$ cat config.mk
export PLATFORM = sky130hd
export DESIGN_NAME = synced_pwm
export DESIGN_NICKNAME = d
export VERILOG_FILES = /design/src/rtl/spwm_pkg.sv /design/src/rtl/spwm_regs.sv /design/src/rtl/spwm_prescale.sv /design/src/rtl/spwm_core.sv /design/src/rtl/synced_pwm.sv
export SDC_FILE = /design/constraint.sdc
export NUM_CORES = 1
export LEC_CHECK = 0
export BUFFER_PORTS_ARGS = -buffer_cell sky130_fd_sc_hd__clkbuf_2
export CAP_MARGIN = 30
export CORE_MARGIN = 3
export CORE_UTILIZATION = 40
export DETAILED_ROUTE_END_ITERATION = 10
export PLACE_DENSITY = 0.66
export SLEW_MARGIN = 20
export SYNTH_ARGS = -nofsm -noshare
export SYNTH_HDL_FRONTEND = slang
export SYNTH_SLANG_ARGS = --single-unit
$ cat constraint.sdc
create_clock -name clk -period 6.95 [get_ports clk]
set_input_delay 1.7375 -clock clk [delete_from_list [all_inputs] [get_ports clk]]
set_output_delay 1.7375 -clock clk [all_outputs]
set_load 0.03 [all_outputs]
$ cat src/rtl/spwm_pkg.sv
package spwm_pkg;
    localparam int unsigned BUS_W     = 8;
    localparam int unsigned DUTY_W    = 9;
    localparam int unsigned SMALL_W   = 6;
    localparam int unsigned CSEL_W    = 2;
    localparam int unsigned PDIV_W    = 2;
    localparam int unsigned EXP_W     = 3;
    localparam int unsigned NUM_SRC   = 3;
    localparam int unsigned PRE_CNT_W = 3;
    localparam int unsigned EXP_CNT_W = (1 << EXP_W) - 1;

    localparam logic [BUS_W-1:0] ADDR_ID      = 8'h05;
    localparam logic [BUS_W-1:0] ADDR_SIZECLK = 8'h41;
    localparam logic [BUS_W-1:0] ADDR_DIV     = 8'h42;
    localparam logic [BUS_W-1:0] ADDR_MODE    = 8'h43;
    localparam logic [BUS_W-1:0] ADDR_DUTY_LO = 8'h44;
    localparam logic [BUS_W-1:0] ADDR_DUTY_HI = 8'h45;
    localparam logic [BUS_W-1:0] ADDR_ENABLE  = 8'h46;
    localparam logic [BUS_W-1:0] ADDR_SYNC    = 8'h47;

    typedef struct packed {
        logic                wide;
        logic [CSEL_W-1:0]   csel;
        logic [PDIV_W-1:0]   pdiv;
        logic [EXP_W-1:0]    expo;
        logic [DUTY_W-1:0]   duty;
    } spwm_cfg_t;

    function automatic logic [PRE_CNT_W-1:0] pdiv_ratio(input logic [PDIV_W-1:0] code);
        case (code)
            2'd0:    return PRE_CNT_W'(1);
            2'd1:    return PRE_CNT_W'(3);
            2'd2:    return PRE_CNT_W'(5);
            default: return PRE_CNT_W'(6);
        endcase
    endfunction

    function automatic logic [DUTY_W-1:0] top_value(input logic wide);
        return wide ? DUTY_W'((1 << DUTY_W) - 1) : DUTY_W'((1 << SMALL_W) - 1);
    endfunction
endpackage

$ cat src/rtl/spwm_regs.sv
module spwm_regs
    import spwm_pkg::*;
#(
    parameter bit LITE = 1'b0
) (
    input  logic             clk,
    input  logic             rst_n,
    input  logic [BUS_W-1:0] addr_i,
    input  logic [BUS_W-1:0] wdata_i,
    input  logic             wr_i,
    output spwm_cfg_t        staged_o,
    output logic             en_o,
    output logic             glitch_o,
    output logic             sync_req_o,
    output logic [BUS_W-1:0] rdata_o
);
    localparam int unsigned EN_BIT     = 7;
    localparam int unsigned GLITCH_BIT = 5;
    localparam int unsigned PDIV_LSB   = 5;
    localparam logic [BUS_W-1:0] ID_VAL = LITE ? 8'h11 : 8'h0B;

    typedef struct packed {
        spwm_cfg_t cfg;
        logic      en;
        logic      glitch;
    } regs_t;

    regs_t q, d;
    logic             size_in;
    logic [BUS_W-1:0] sizeclk_rd;

    // The register layout variant decides where the size bit lives.
    if (LITE) begin : g_lite_layout
        assign size_in    = wdata_i[4];
        assign sizeclk_rd = {3'b000, q.cfg.wide, 2'b00, q.cfg.csel};
    end else begin : g_full_layout
        assign size_in    = wdata_i[2];
        assign sizeclk_rd = {5'b00000, q.cfg.wide, q.cfg.csel};
    end

    always_comb begin
        d = q;
        if (wr_i) begin
            case (addr_i)
                ADDR_SIZECLK: begin
                    d.cfg.wide = size_in;
                    d.cfg.csel = wdata_i[CSEL_W-1:0];
                end
                ADDR_DIV: begin
                    d.cfg.pdiv = wdata_i[PDIV_LSB +: PDIV_W];
                    d.cfg.expo = wdata_i[EXP_W-1:0];
                end
                ADDR_MODE:    d.glitch            = wdata_i[GLITCH_BIT];
                ADDR_DUTY_LO: d.cfg.duty[7:0]     = wdata_i;
                ADDR_DUTY_HI: d.cfg.duty[DUTY_W-1] = wdata_i[0];
                ADDR_ENABLE:  d.en                = wdata_i[EN_BIT];
                default: ;
            endcase
        end
    end

    always_ff @(posedge clk or negedge rst_n) begin
        if (!rst_n) q <= '0;
        else        q <= d;
    end

    always_comb begin
        rdata_o = '0;
        case (addr_i)
            ADDR_ID:      rdata_o = ID_VAL;
            ADDR_SIZECLK: rdata_o = sizeclk_rd;
            ADDR_DIV:     rdata_o = {1'b0, q.cfg.pdiv, 2'b00, q.cfg.expo};
            ADDR_MODE:    rdata_o = {2'b00, q.glitch, 5'b00000};
            ADDR_DUTY_LO: rdata_o = q.cfg.duty[7:0];
            ADDR_DUTY_HI: rdata_o = {7'b0000000, q.cfg.duty[DUTY_W-1]};
            ADDR_ENABLE:  rdata_o = {q.en, 7'b0000000};
            default:      rdata_o = '0;
        endcase
    end

    assign sync_req_o = wr_i && (addr_i == ADDR_SYNC) && wdata_i[0];
    assign staged_o   = q.cfg;
    assign en_o       = q.en;
    assign glitch_o   = q.glitch;
endmodule

$ cat src/rtl/spwm_prescale.sv
module spwm_prescale
    import spwm_pkg::*;
(
    input  logic               clk,
    input  logic               rst_n,
    input  logic [NUM_SRC-1:0] src_tick_i,
    input  logic [CSEL_W-1:0]  csel_i,
    input  logic [PDIV_W-1:0]  pdiv_i,
    input  logic [EXP_W-1:0]   expo_i,
    input  logic               clear_i,
    output logic               step_o
);
    typedef struct packed {
        logic [PRE_CNT_W-1:0] pre;
        logic [EXP_CNT_W-1:0] ex;
    } psc_t;

    psc_t q, d;
    logic                 tick_sel;
    logic [PRE_CNT_W-1:0] pre_last;
    logic [EXP_CNT_W:0]   exp_one_hot;
    logic [EXP_CNT_W-1:0] exp_last;

    always_comb begin
        tick_sel = 1'b0;
        if (csel_i != '0) tick_sel = src_tick_i[csel_i - 1'b1];
    end

    always_comb begin
        pre_last             = pdiv_ratio(pdiv_i) - 1'b1;
        exp_one_hot          = '0;
        exp_one_hot[expo_i]  = 1'b1;
        exp_last             = EXP_CNT_W'(exp_one_hot - 1'b1);
    end

    always_comb begin
        d      = q;
        step_o = 1'b0;
        if (clear_i) begin
            d = '0;
        end else if (tick_sel) begin
            if (q.pre == pre_last) begin
                d.pre = '0;
                if (q.ex == exp_last) begin
                    d.ex   = '0;
                    step_o = 1'b1;
                end else begin
                    d.ex = q.ex + 1'b1;
                end
            end else begin
                d.pre = q.pre + 1'b1;
            end
        end
    end

    always_ff @(posedge clk or negedge rst_n) begin
        if (!rst_n) q <= '0;
        else        q <= d;
    end
endmodule

$ cat src/rtl/spwm_core.sv
module spwm_core
    import spwm_pkg::*;
(
    input  logic              clk,
    input  logic              rst_n,
    input  spwm_cfg_t         staged_i,
    input  logic              en_i,
    input  logic              glitch_i,
    input  logic              sync_req_i,
    input  logic              step_i,
    output spwm_cfg_t         act_o,
    output logic [DUTY_W-1:0] cnt_o,
    output logic              pend_o,
    output logic              clear_o,
    output logic              pwm_o
);
    typedef struct packed {
        spwm_cfg_t         act;
        logic [DUTY_W-1:0] cnt;
        logic              pend;
    } core_t;

    core_t q, d;
    logic [DUTY_W-1:0] top_act;
    logic [DUTY_W-1:0] top_staged;
    logic              wrap;
    logic              imm;
    logic              apply;

    always_comb begin
        top_act    = top_value(q.act.wide);
        top_staged = top_value(staged_i.wide);
        wrap       = step_i && (q.cnt >= top_act);
        imm        = q.pend && (!en_i || (q.act.csel == '0));
        apply      = imm || (q.pend && step_i && (!glitch_i || wrap));

        d      = q;
        d.pend = (q.pend && !apply) || sync_req_i;

        if (!en_i || imm)  d.cnt = '0;
        else if (step_i)   d.cnt = wrap ? '0 : q.cnt + 1'b1;

        if (apply) begin
            d.act = staged_i;
            if (staged_i.duty > top_staged) d.act.duty = top_staged;
        end
    end

    always_ff @(posedge clk or negedge rst_n) begin
        if (!rst_n) q <= '0;
        else        q <= d;
    end

    assign clear_o = !en_i || imm;
    assign pwm_o   = en_i && (q.act.csel != '0) && (q.cnt < q.act.duty);
    assign act_o   = q.act;
    assign cnt_o   = q.cnt;
    assign pend_o  = q.pend;
endmodule

$ cat src/rtl/synced_pwm.sv
module synced_pwm
    import spwm_pkg::*;
#(
    parameter bit LITE = 1'b0
) (
    input  logic             clk,
    input  logic             rst_n,
    input  logic [2:0]       src_tick_i,
    input  logic [7:0]       reg_addr_i,
    input  logic [7:0]       reg_wdata_i,
    input  logic             reg_wr_i,
    output logic [7:0]       reg_rdata_o,
    output logic             pwm_o
);
    spwm_cfg_t         staged_w;
    spwm_cfg_t         act_w;
    logic              en_w;
    logic              glitch_w;
    logic              sync_req_w;
    logic              step_w;
    logic              clear_w;
    logic              pend_w;
    logic [DUTY_W-1:0] cnt_w;

    spwm_regs #(.LITE(LITE)) u_regs (
        .clk        (clk),
        .rst_n      (rst_n),
        .addr_i     (reg_addr_i),
        .wdata_i    (reg_wdata_i),
        .wr_i       (reg_wr_i),
        .staged_o   (staged_w),
        .en_o       (en_w),
        .glitch_o   (glitch_w),
        .sync_req_o (sync_req_w),
        .rdata_o    (reg_rdata_o)
    );

    spwm_prescale u_psc (
        .clk        (clk),
        .rst_n      (rst_n),
        .src_tick_i (src_tick_i),
        .csel_i     (act_w.csel),
        .pdiv_i     (act_w.pdiv),
        .expo_i     (act_w.expo),
        .clear_i    (clear_w),
        .step_o     (step_w)
    );

    spwm_core u_core (
        .clk        (clk),
        .rst_n      (rst_n),
        .staged_i   (staged_w),
        .en_i       (en_w),
        .glitch_i   (glitch_w),
        .sync_req_i (sync_req_w),
        .step_i     (step_w),
        .act_o      (act_w),
        .cnt_o      (cnt_w),
        .pend_o     (pend_w),
        .clear_o    (clear_w),
        .pwm_o      (pwm_o)
    );
endmodule

### Word-level counts from Yosys, hierarchy flattened

Cells that the tools add are included.

* equality and inequality tests: 12
* muxes and demuxes: 22
* reduce and logical (&&, ||, !) cells: 31
* magnitude comparators: 6
* add/subtract/negate cells: 6

Operators by type and width (number)
* == test 8 x 7 -> 1 bit, second input constant: 7
* case mux 8 bit (7 select lines): 1
* 2-to-1 mux 9 bit: 6
* 2-to-1 mux 10 bit: 2
* 2-to-1 mux 7 bit: 2
* AND reduction 2 bit: 7
* logical AND 1 bit: 10
* adder 9 x 1 -> 9 bit, second input constant: 1
* >= comparator 9 bit: 1
* > comparator 9 bit: 1
* < comparator 9 bit: 1
* case mux 3 bit (3 select lines): 1
* == test 8 x 3 -> 1 bit, second input constant: 1
* nonzero test 2 bit: 4
* adder 7 x 1 -> 7 bit, second input constant: 1
* == test 7 bit: 1
* 2-to-1 mux 1 bit: 7
* subtractor 7 x 1 -> 7 bit, second input constant: 1
* logical OR 1 bit: 5
* zero test 2 bit: 2
* < comparator 3 x 4 -> 1 bit, second input constant: 1
* adder 3 x 1 -> 3 bit, second input constant: 1
* demux 1 bit (select 3 bit): 1
* == test 3 bit: 1
* 9 further kinds: 11

* register bits after elaboration: 56

### Depth between registers and ports, before layout

Gate-level depths: netlist (run 1).

* depth in word-level cells: 17
* mapped depth: 9
* depth with buffers taken out: 8

### Cells and area by module

A second synthesis (run 1) with hierarchy kept.

* cells, all modules: 358
* area total of the unflattened synthesis: 3568.4 µm²

Modules (own cells, without submodules)
* spwm_core: area each 1684.1 µm², instances 1, cells an instance 166
* spwm_regs: area each 1013.5 µm², instances 1, cells an instance 86
* spwm_prescale: area each 870.8 µm², instances 1, cells an instance 106

### Least setup slack after synthesis (run 1)

OpenSTA, ideal clock, no wires.

* kind: input to output
* from: in reg_addr_i[0]
* to: out reg_rdata_o[3]
* setup slack: 2.028 ns
* arrival time: 3.185 ns
* required time: 5.213 ns
* stages: 4
* cells stage by stage: clkbuf_1 > nor2b_1 > mux2i_1 > nor4b_1

* cells in the longest elaborated chain, start to end: 2

RTL lines
* start, declared: RTL line synced_pwm.sv:9 `input logic [7:0] reg_addr_i,`
* == test 8 x 7 -> 1 bit / == test 8 x 3 -> 1 bit (equally long branches): RTL line spwm_regs.sv:69 `case (addr_i)`
* case mux 8 bit (7 select lines) (*): RTL line spwm_regs.sv:69
* end, declared: RTL line synced_pwm.sv:12 `output logic [7:0] reg_rdata_o,`

Mark *: on every way between the ends. The rest lies on a longest branch, timed or not.

### Final worst setup path (run 1)

* from: in reg_addr_i[5]
* to: out reg_rdata_o[1]

Same word-level chain as after synthesis.

==> results of run 1 <==
-- cells in the mapped netlist (2+ instances only) --
library cell,count
o21ai_0,17
xor2_1,2
nor3b_1,2
and2_1,6
nor2_1,17
or4_1,9
ha_1,18
a31oi_1,3
o31a_1,2
or3_1,3
inv_1,20
a31o_2,3
mux2_2,28
nor2b_1,2
o31ai_1,3
and3_1,6
nor4b_1,3
nand4b_1,2
nand2_1,19
a21oi_1,25
nand3_1,19
nor4_1,2
nand4_1,7
clkbuf_1,8
nand2b_1,8
nor3_1,6
a221o_1,2
dfrtp_1,56
a211o_1,2
mux2i_1,16
a21o_1,4
buf_6,2
-- final timing paths --
path,start,end,slack [ns],cells after the start
worst min-delay path,u_core.act_o[15],u_core.act_o[15],0.52,1
worst max register to register,u_core.act_o[14],u_core.act_o[14],3.70,7
max in group asynchronous,rst_n,u_core.act_o[13],4.94,2
worst max-delay path,reg_addr_i[5],reg_rdata_o[1],1.74,7
worst min register to register,u_core.act_o[15],u_core.act_o[15],0.52,1
min in group asynchronous,rst_n,u_core.act_o[4],1.54,2
-- placed cells by master, fill, tap and decap left out, drive strengths merged, types with 7 or more instances in the layout --
cell and n:
or4 9, a21oi 25, dfrtp 56, nor3 7, inv 21, nand4 7
o21ai 17, nand2b 8, mux2i 16, mux2 28, and2 7, nand2 20
nor2 17, ha 18, clkbuf 36, nand3 19
-- routing by layer --
metal | routed length (µm) | track usage, %
met1 | 3440 | 21.95
met3 | 227 | 3.286
met5 | 0 | 0
met2 | 3631 | 26.13
met4 | 103 | 4.937
-- cell type report --
cell class / instances / area [µm²]
flip-flops and latches: 56 / 1401
clock buffers: 6 / 72.57
inverters: 20 / 75.07
clock inverters: 2 / 38.79
multi-input cells: 255 / 1854
repair buffers: 33 / 180.2
well taps: 102 / 127.6
fillers: 753 / 4218
-- metrics by stage --
step	std cells	power, µW	worst slack [ns]	utilization (%)
5_1_grt	474	792.7	1.576	47.06
3_5_place_dp	465	533.0	1.787	45.48
3_3_place_gp	465	528.0	1.912	45.48
6_report	474	743.0	1.744	47.06
4_1_cts	473	751.0	1.781	46.88
2_1_floorplan	344	492.1	2.028	-
-- logic make-up after synthesis --
kind of cell,synth area share [%]
buf+inv,4.232
simple gates,19.29
flops,41.22
fa+ha+maj,6.625
xor+xnor,0.5154
mux,13.99
compound gates,14.13
-- critical path: cells and delay by family --
family          cells  cell delay, ns
buf+inv             2            0.31
simple gates        3            1.12
compound gates      2            0.31
-- power by group through the flow --
stage          clock network [µW]  registers [µW]  logic (µW)
5_1_grt                       239             385         169
3_3_place_gp                    0             386         142
4_1_cts                       223             380         149
2_1_floorplan                   0             380         112
6_report                      218             379         146
3_5_place_dp                    0             386         147
-- flip-flops by register name, summed over array words and instances, names as in the netlist --
name / cells
u_core.act_o: 17
u_regs.en_o: 1
u_psc.q: 10
u_regs.staged_o: 17
u_core.cnt_o: 9
u_core.pend_o: 1
u_regs.glitch_o: 1
==> summary.md, run 1 <==
| Metric | Value |
|---|---|
| CP Launch Type | `primary input` |
| Die Wd | `98.19 µm` |
| Post-synth EDFFs | `0` |
| Pwr Density | `198.1 mW/mm²` |
| Final ANT Viol Nets | `0` |
| Starting Density | `42.67%` |
| Hold Vio Cnt, Final | `0` |
| Worst clock skew | `0.01277 ns` |
| Overflow after GRT | `0` |
| Share of layout cells above drive strength 1 | `between 20% and 30%` |
| # diodes | `0` |
| Die height | `98.19 µm` |
| Slew Viols, Final | `0` |
| Largest net degree at the start of global routing | `57` |
| Max-cap viol count | `0` |
| #FFs+latches synth | `56` |
| 1st-iter DRT viols | `123` |
| Area of the mapped netlist | `around 0.0034 mm²` |
| Main synth FF type | `dfrtp_1` |
| Setup crit end kind | `primary output` |
| Fin Hold WS | `0.5208 ns` |
| Synth area leader | `dfrtp_1` |
| Tmin final | `roughly 5.2 ns` |
| Logic pwr share | `19.6%` |
| Tot GR Track Use | `16.17%` |
| CTS max path bufs | `2` |
| Post_cts resized | `0` |
| HP Class | `flip-flop to flip-flop` |
| Pint | `528.8 µW` |
| Clock root cell | `clkbuf_8` |
| GPL Wtd Cong | `just under 0.9` |
| Total CTS buffers | `5` |
| Crit Path Max Fanout | `6` |
| Worst slew margin | `46.49%` |
| Clock sinks | `56` |
| # hold bufs at CTS | `0` |
| DRC | `0` |
| IO Count | `31` |
| Synthesized area per cell | `9.882 µm²` |
| Initial antenna violation count | `0` |
| Vias/cell | `about 5.7` |
| Slowest CP cell | `nor3_1` |
| Post-synthesis sequential area ratio | `41.22%` |
| Max rail drop VDD | `~110 µV` |
| CTS tree | `built` |
| Data required time of the worst path | `5.21 ns` |
| Postcts setup bufs | `0` |
| Leakage power | `0.001658 µW` |
| Post-Layout Inst Area | `0.003750 mm²` |
| Highest clock rate | `192.1 MHz` |
| Worst skew pair latency | `about 0.32 ns` |
| Kind of critical path | `primary input to primary output` |
| PortBufs | `30` |
| Status | `finished, final reports clean` |
| Net Sw Frac | `28.83%` |
| Top cells by area, synth | `dfrtp_1 (41%), mux2_2 (9.3%), ha_1 (6.6%)` |
| Warning count from the yosys run | `0` |
| Asr flop ratio synth | `100.0%` |
| Clock transition at path regs | `~0.10 ns` |
| FP Rows | `32` |
| Core footprint | `0.007968 mm²` |
| Drt pass-1 iters | `4` |
| Library cells used by synthesis | `54` |
| Setup TNS | `0 ns` |
| H-tree depth | `2` |
| Clock share of power | `29.3%` |
| Dpl cell area | `0.003623 mm²` |
| DRT Wirelength | `7402 µm` |
| First-pass GRT wire length | `13010 µm` |
| Area Growth Syn to Fin | `10.31%` |
| Die footprint | `0.009641 mm²` |
| Part of the cycle the worst path needs | `74.91%` |
| Vias | `2717` |
| Max incr delay on CP | `roughly 0.60 ns` |
| Hpwl dp | `about 5400 µm` |
| RSZ-0062 raised after global routing | `false` |
| DR WL/cell | `15.62 µm` |
| Synth top area share | `41.22%` |
| Nets | `411` |
| Setup violators final | `0` |
| Worst path arrival time | `~3.5 ns` |
| Seq pwr share | `around half` |
| Synthesized Nets | `384` |
| Worst Tran Pin Value | `0.7978 ns` |
| Critical-path cell list | `clkbuf_2 -> nor3_1 -> nand4b_1 -> nor3_1 -> a22oi_1 -> o21ai_0 -> clkbuf_2` |
| Vias in the first global route | `around 2700` |
| Sw Pwr | `approximately 210 µW` |
| Gate Count Post-Synth | `344` |
(Power assumes the default switching activity.)
==> run 2: changes to the inputs <==
PLACE_DENSITY = 0.69   (was 0.66)
clock period = 4.4 ns   (was 6.95 ns; I/O delays follow)
==> run 2 against run 1 <==
  * Hold slack about the same
  * Die area unchanged
  * Setup slack worse by 1.3 ns
  * Combinational power grew 58%
  * Register-to-register slack lost 2.2 ns
  * Routed wire length is 1.5% lower
  * Clock-buffer cell count unchanged
  * Cell count rose by 0.21%
  * Global-route usage shrank 0.055 points
  * Critical path depth unchanged
  * Cell area shrank 0.53%
  * Critical path type unchanged
  * Largest cell class unchanged
==> summary.md, run 2 (synthesis gave the netlist of run 1 again) <==
| Metric | Value |
|---|---|
| Die footprint | `0.009641 mm² (unchanged)` |
| Overflow after GRT | `0 (unchanged)` |
| GPL Wtd Cong | `0.8746 (+0.34%)` |
| Worst clock skew | `0.003200 ns (-0.009565 ns)` |
| R2R setup slack | `1.51 ns (-2.19 ns)` |
| Slew Viols, Final | `0 (unchanged)` |
| Power, Total | `1120 µW (+51%)` |
| Max incr delay on CP | `0.61 ns (about the same)` |
| Die Wd | `98.19 µm (unchanged)` |
| Nets | `412 (+0.24%)` |
| PortBufs | `30 (unchanged)` |
| Part of the cycle the worst path needs | `89.95%` |
| Post_cts resized | `0 (unchanged)` |
| Critical-path cell list | `clkbuf_2 -> nor3_1 -> nand4b_1 -> nor3_1 -> a22oi_1 -> o21ai_0 -> clkbuf_2` |
| Kind of critical path | `primary input to primary output` |
| Area Growth Syn to Fin | `9.717%` |
| Most common cell after layout, fill and taps aside | `dfrtp_1` |
| Largest net degree at the start of global routing | `45 (-21%)` |
| Setup TNS | `0 ns (unchanged)` |
| Vias/cell | `5.758 (+0.45%)` |
| Total CTS buffers | `5 (unchanged)` |
| # diodes | `0 (unchanged)` |
| DR WL/cell | `15.34 µm (-1.7%)` |
| Pwr Density | `300.3 mW/mm² (+52%)` |
| Setup violators final | `0 (unchanged)` |
| Highest clock rate | `252.7 MHz` |
| CP Launch Type | `primary input` |
| Status | `finished, final reports clean` |
| First-pass GRT wire length | `12990 µm (-0.22%)` |
| Hpwl dp | `5410 µm (-0.26%)` |
| Postcts setup bufs | `0 (unchanged)` |
| Setup crit end kind | `primary output` |
| Clock transition at path regs | `0.10 ns (about the same)` |
| Core footprint | `0.007968 mm² (unchanged)` |
| Max rail drop VDD | `176.7 µV (+60%)` |
| Clock root cell | `clkbuf_8` |
| DRT Wirelength | `7288 µm (-1.5%)` |
| Worst skew pair latency | `0.32 ns (about the same)` |
| Setup WS pre-CTS | `0.4866 ns (-1.301 ns)` |
| Die height | `98.19 µm (unchanged)` |
| Worst slew margin | `49.09% (+2.6 points)` |
| HP Class | `flip-flop to flip-flop` |
| CTS tree | `built` |
| Tmin final | `3.958 ns` |
| Initial antenna violation count | `0 (unchanged)` |
| RSZ-0062 raised after global routing | `false` |
| Tot GR Track Use | `16.12% (-0.055 points)` |
| Starting Density | `42.67% (unchanged)` |
| Vias in the first global route | `2728 (+0.37%)` |
| DRC | `0 (unchanged)` |
| 1st-iter DRT viols | `127 (+3.3%)` |
| # hold bufs at CTS | `0 (unchanged)` |
| Max-cap viol count | `0 (unchanged)` |
| Most frequent cells in the layout | `dfrtp_1 (56), clkbuf_2 (29), mux2_2 (28), a21oi_1 (25), inv_1 (20)` |
| IO Count | `31 (unchanged)` |
| Final ANT Viol Nets | `0 (unchanged)` |
| H-tree depth | `2 (unchanged)` |
| Hold Vio Cnt, Final | `0 (unchanged)` |
| Leakage power | `0.001646 µW (-0.70%)` |
| Clock sinks | `56 (unchanged)` |
| Slowest CP cell | `nor3_1` |
| Worst path arrival time | `2.86 ns (-0.61 ns)` |
| Crit Path Max Fanout | `6 (unchanged)` |
| FP Rows | `32 (unchanged)` |
| Share of layout cells above drive strength 1 | `20.64% (+0.21 points)` |
| Drt pass-1 iters | `4 (unchanged)` |
| Data required time of the worst path | `3.30 ns (-1.91 ns)` |
| Min setup slack post-route | `0.4424 ns (-1.302 ns)` |
| Worst Tran Pin Value | `0.7591 ns (-0.03873 ns)` |
| CTS max path bufs | `2 (unchanged)` |
| Vias | `2735 (+0.66%)` |
## run 2: final cells by class
| type | count | area [µm²] |
|---|---|---|
| clock buffer | 6 | 72.57 |
| clock inverter | 2 | 16.27 |
| fill | 742 | 4238 |
| inverter | 20 | 75.07 |
| multi-input combinational | 255 | 1854 |
| sequential | 56 | 1401 |
| tap | 102 | 127.6 |
| timing repair buffer | 34 | 182.7 |
## run 2: routing by layer
metal | global-route usage, % | vias up | wire length, µm
met1 | 22.78 | 1354 | 3453
met2 | 25.71 | 48 | 3444
li1 | - | 1327 | -
met4 | 4.097 | 0 | 62
met3 | 2.857 | 6 | 327
met5 | 0 | - | 0
## run 2: worst paths after layout
path,from,end,cells after the start
worst max-delay path,reg_addr_i[5],reg_rdata_o[1],7
worst min-delay path,u_core.act_o[15],u_core.act_o[15],1
worst max register to register,u_core.act_o[14],u_core.cnt_o[5],9
worst min register to register,u_core.act_o[15],u_core.act_o[15],1
max in group asynchronous,rst_n,u_core.act_o[11],2
min in group asynchronous,rst_n,u_core.cnt_o[5],1
## run 2: through the flow
step                std cells  cell area [µm²]  util [%]  hold slack [ns]
finish                    475             3730     46.81           0.5203
global route              475             3730     46.81           0.5535
CTS                       475             3730     46.81           0.5237
detailed placement        467             3641     45.70           0.4994
global placement          467             3638     45.67           0.4946
floorplan                 344             3400         -           0.4806
## run 2: where the power goes
| group | switching [µW] | total, µW | internal (µW) |
|---|---|---|---|
| combinational | 139 | 230 | 90.6 |
| sequential | 28.0 | 600 | 572 |
| clock | 176 | 290 | 114 |
## run 2: worst max-delay path: cells and delay by family
family / cells / cell delay, ns
AND/OR/NAND/NOR: 3 / 1.11
buffers and inverters: 2 / 0.32
AO/OA/AOI/OAI: 2 / 0.32
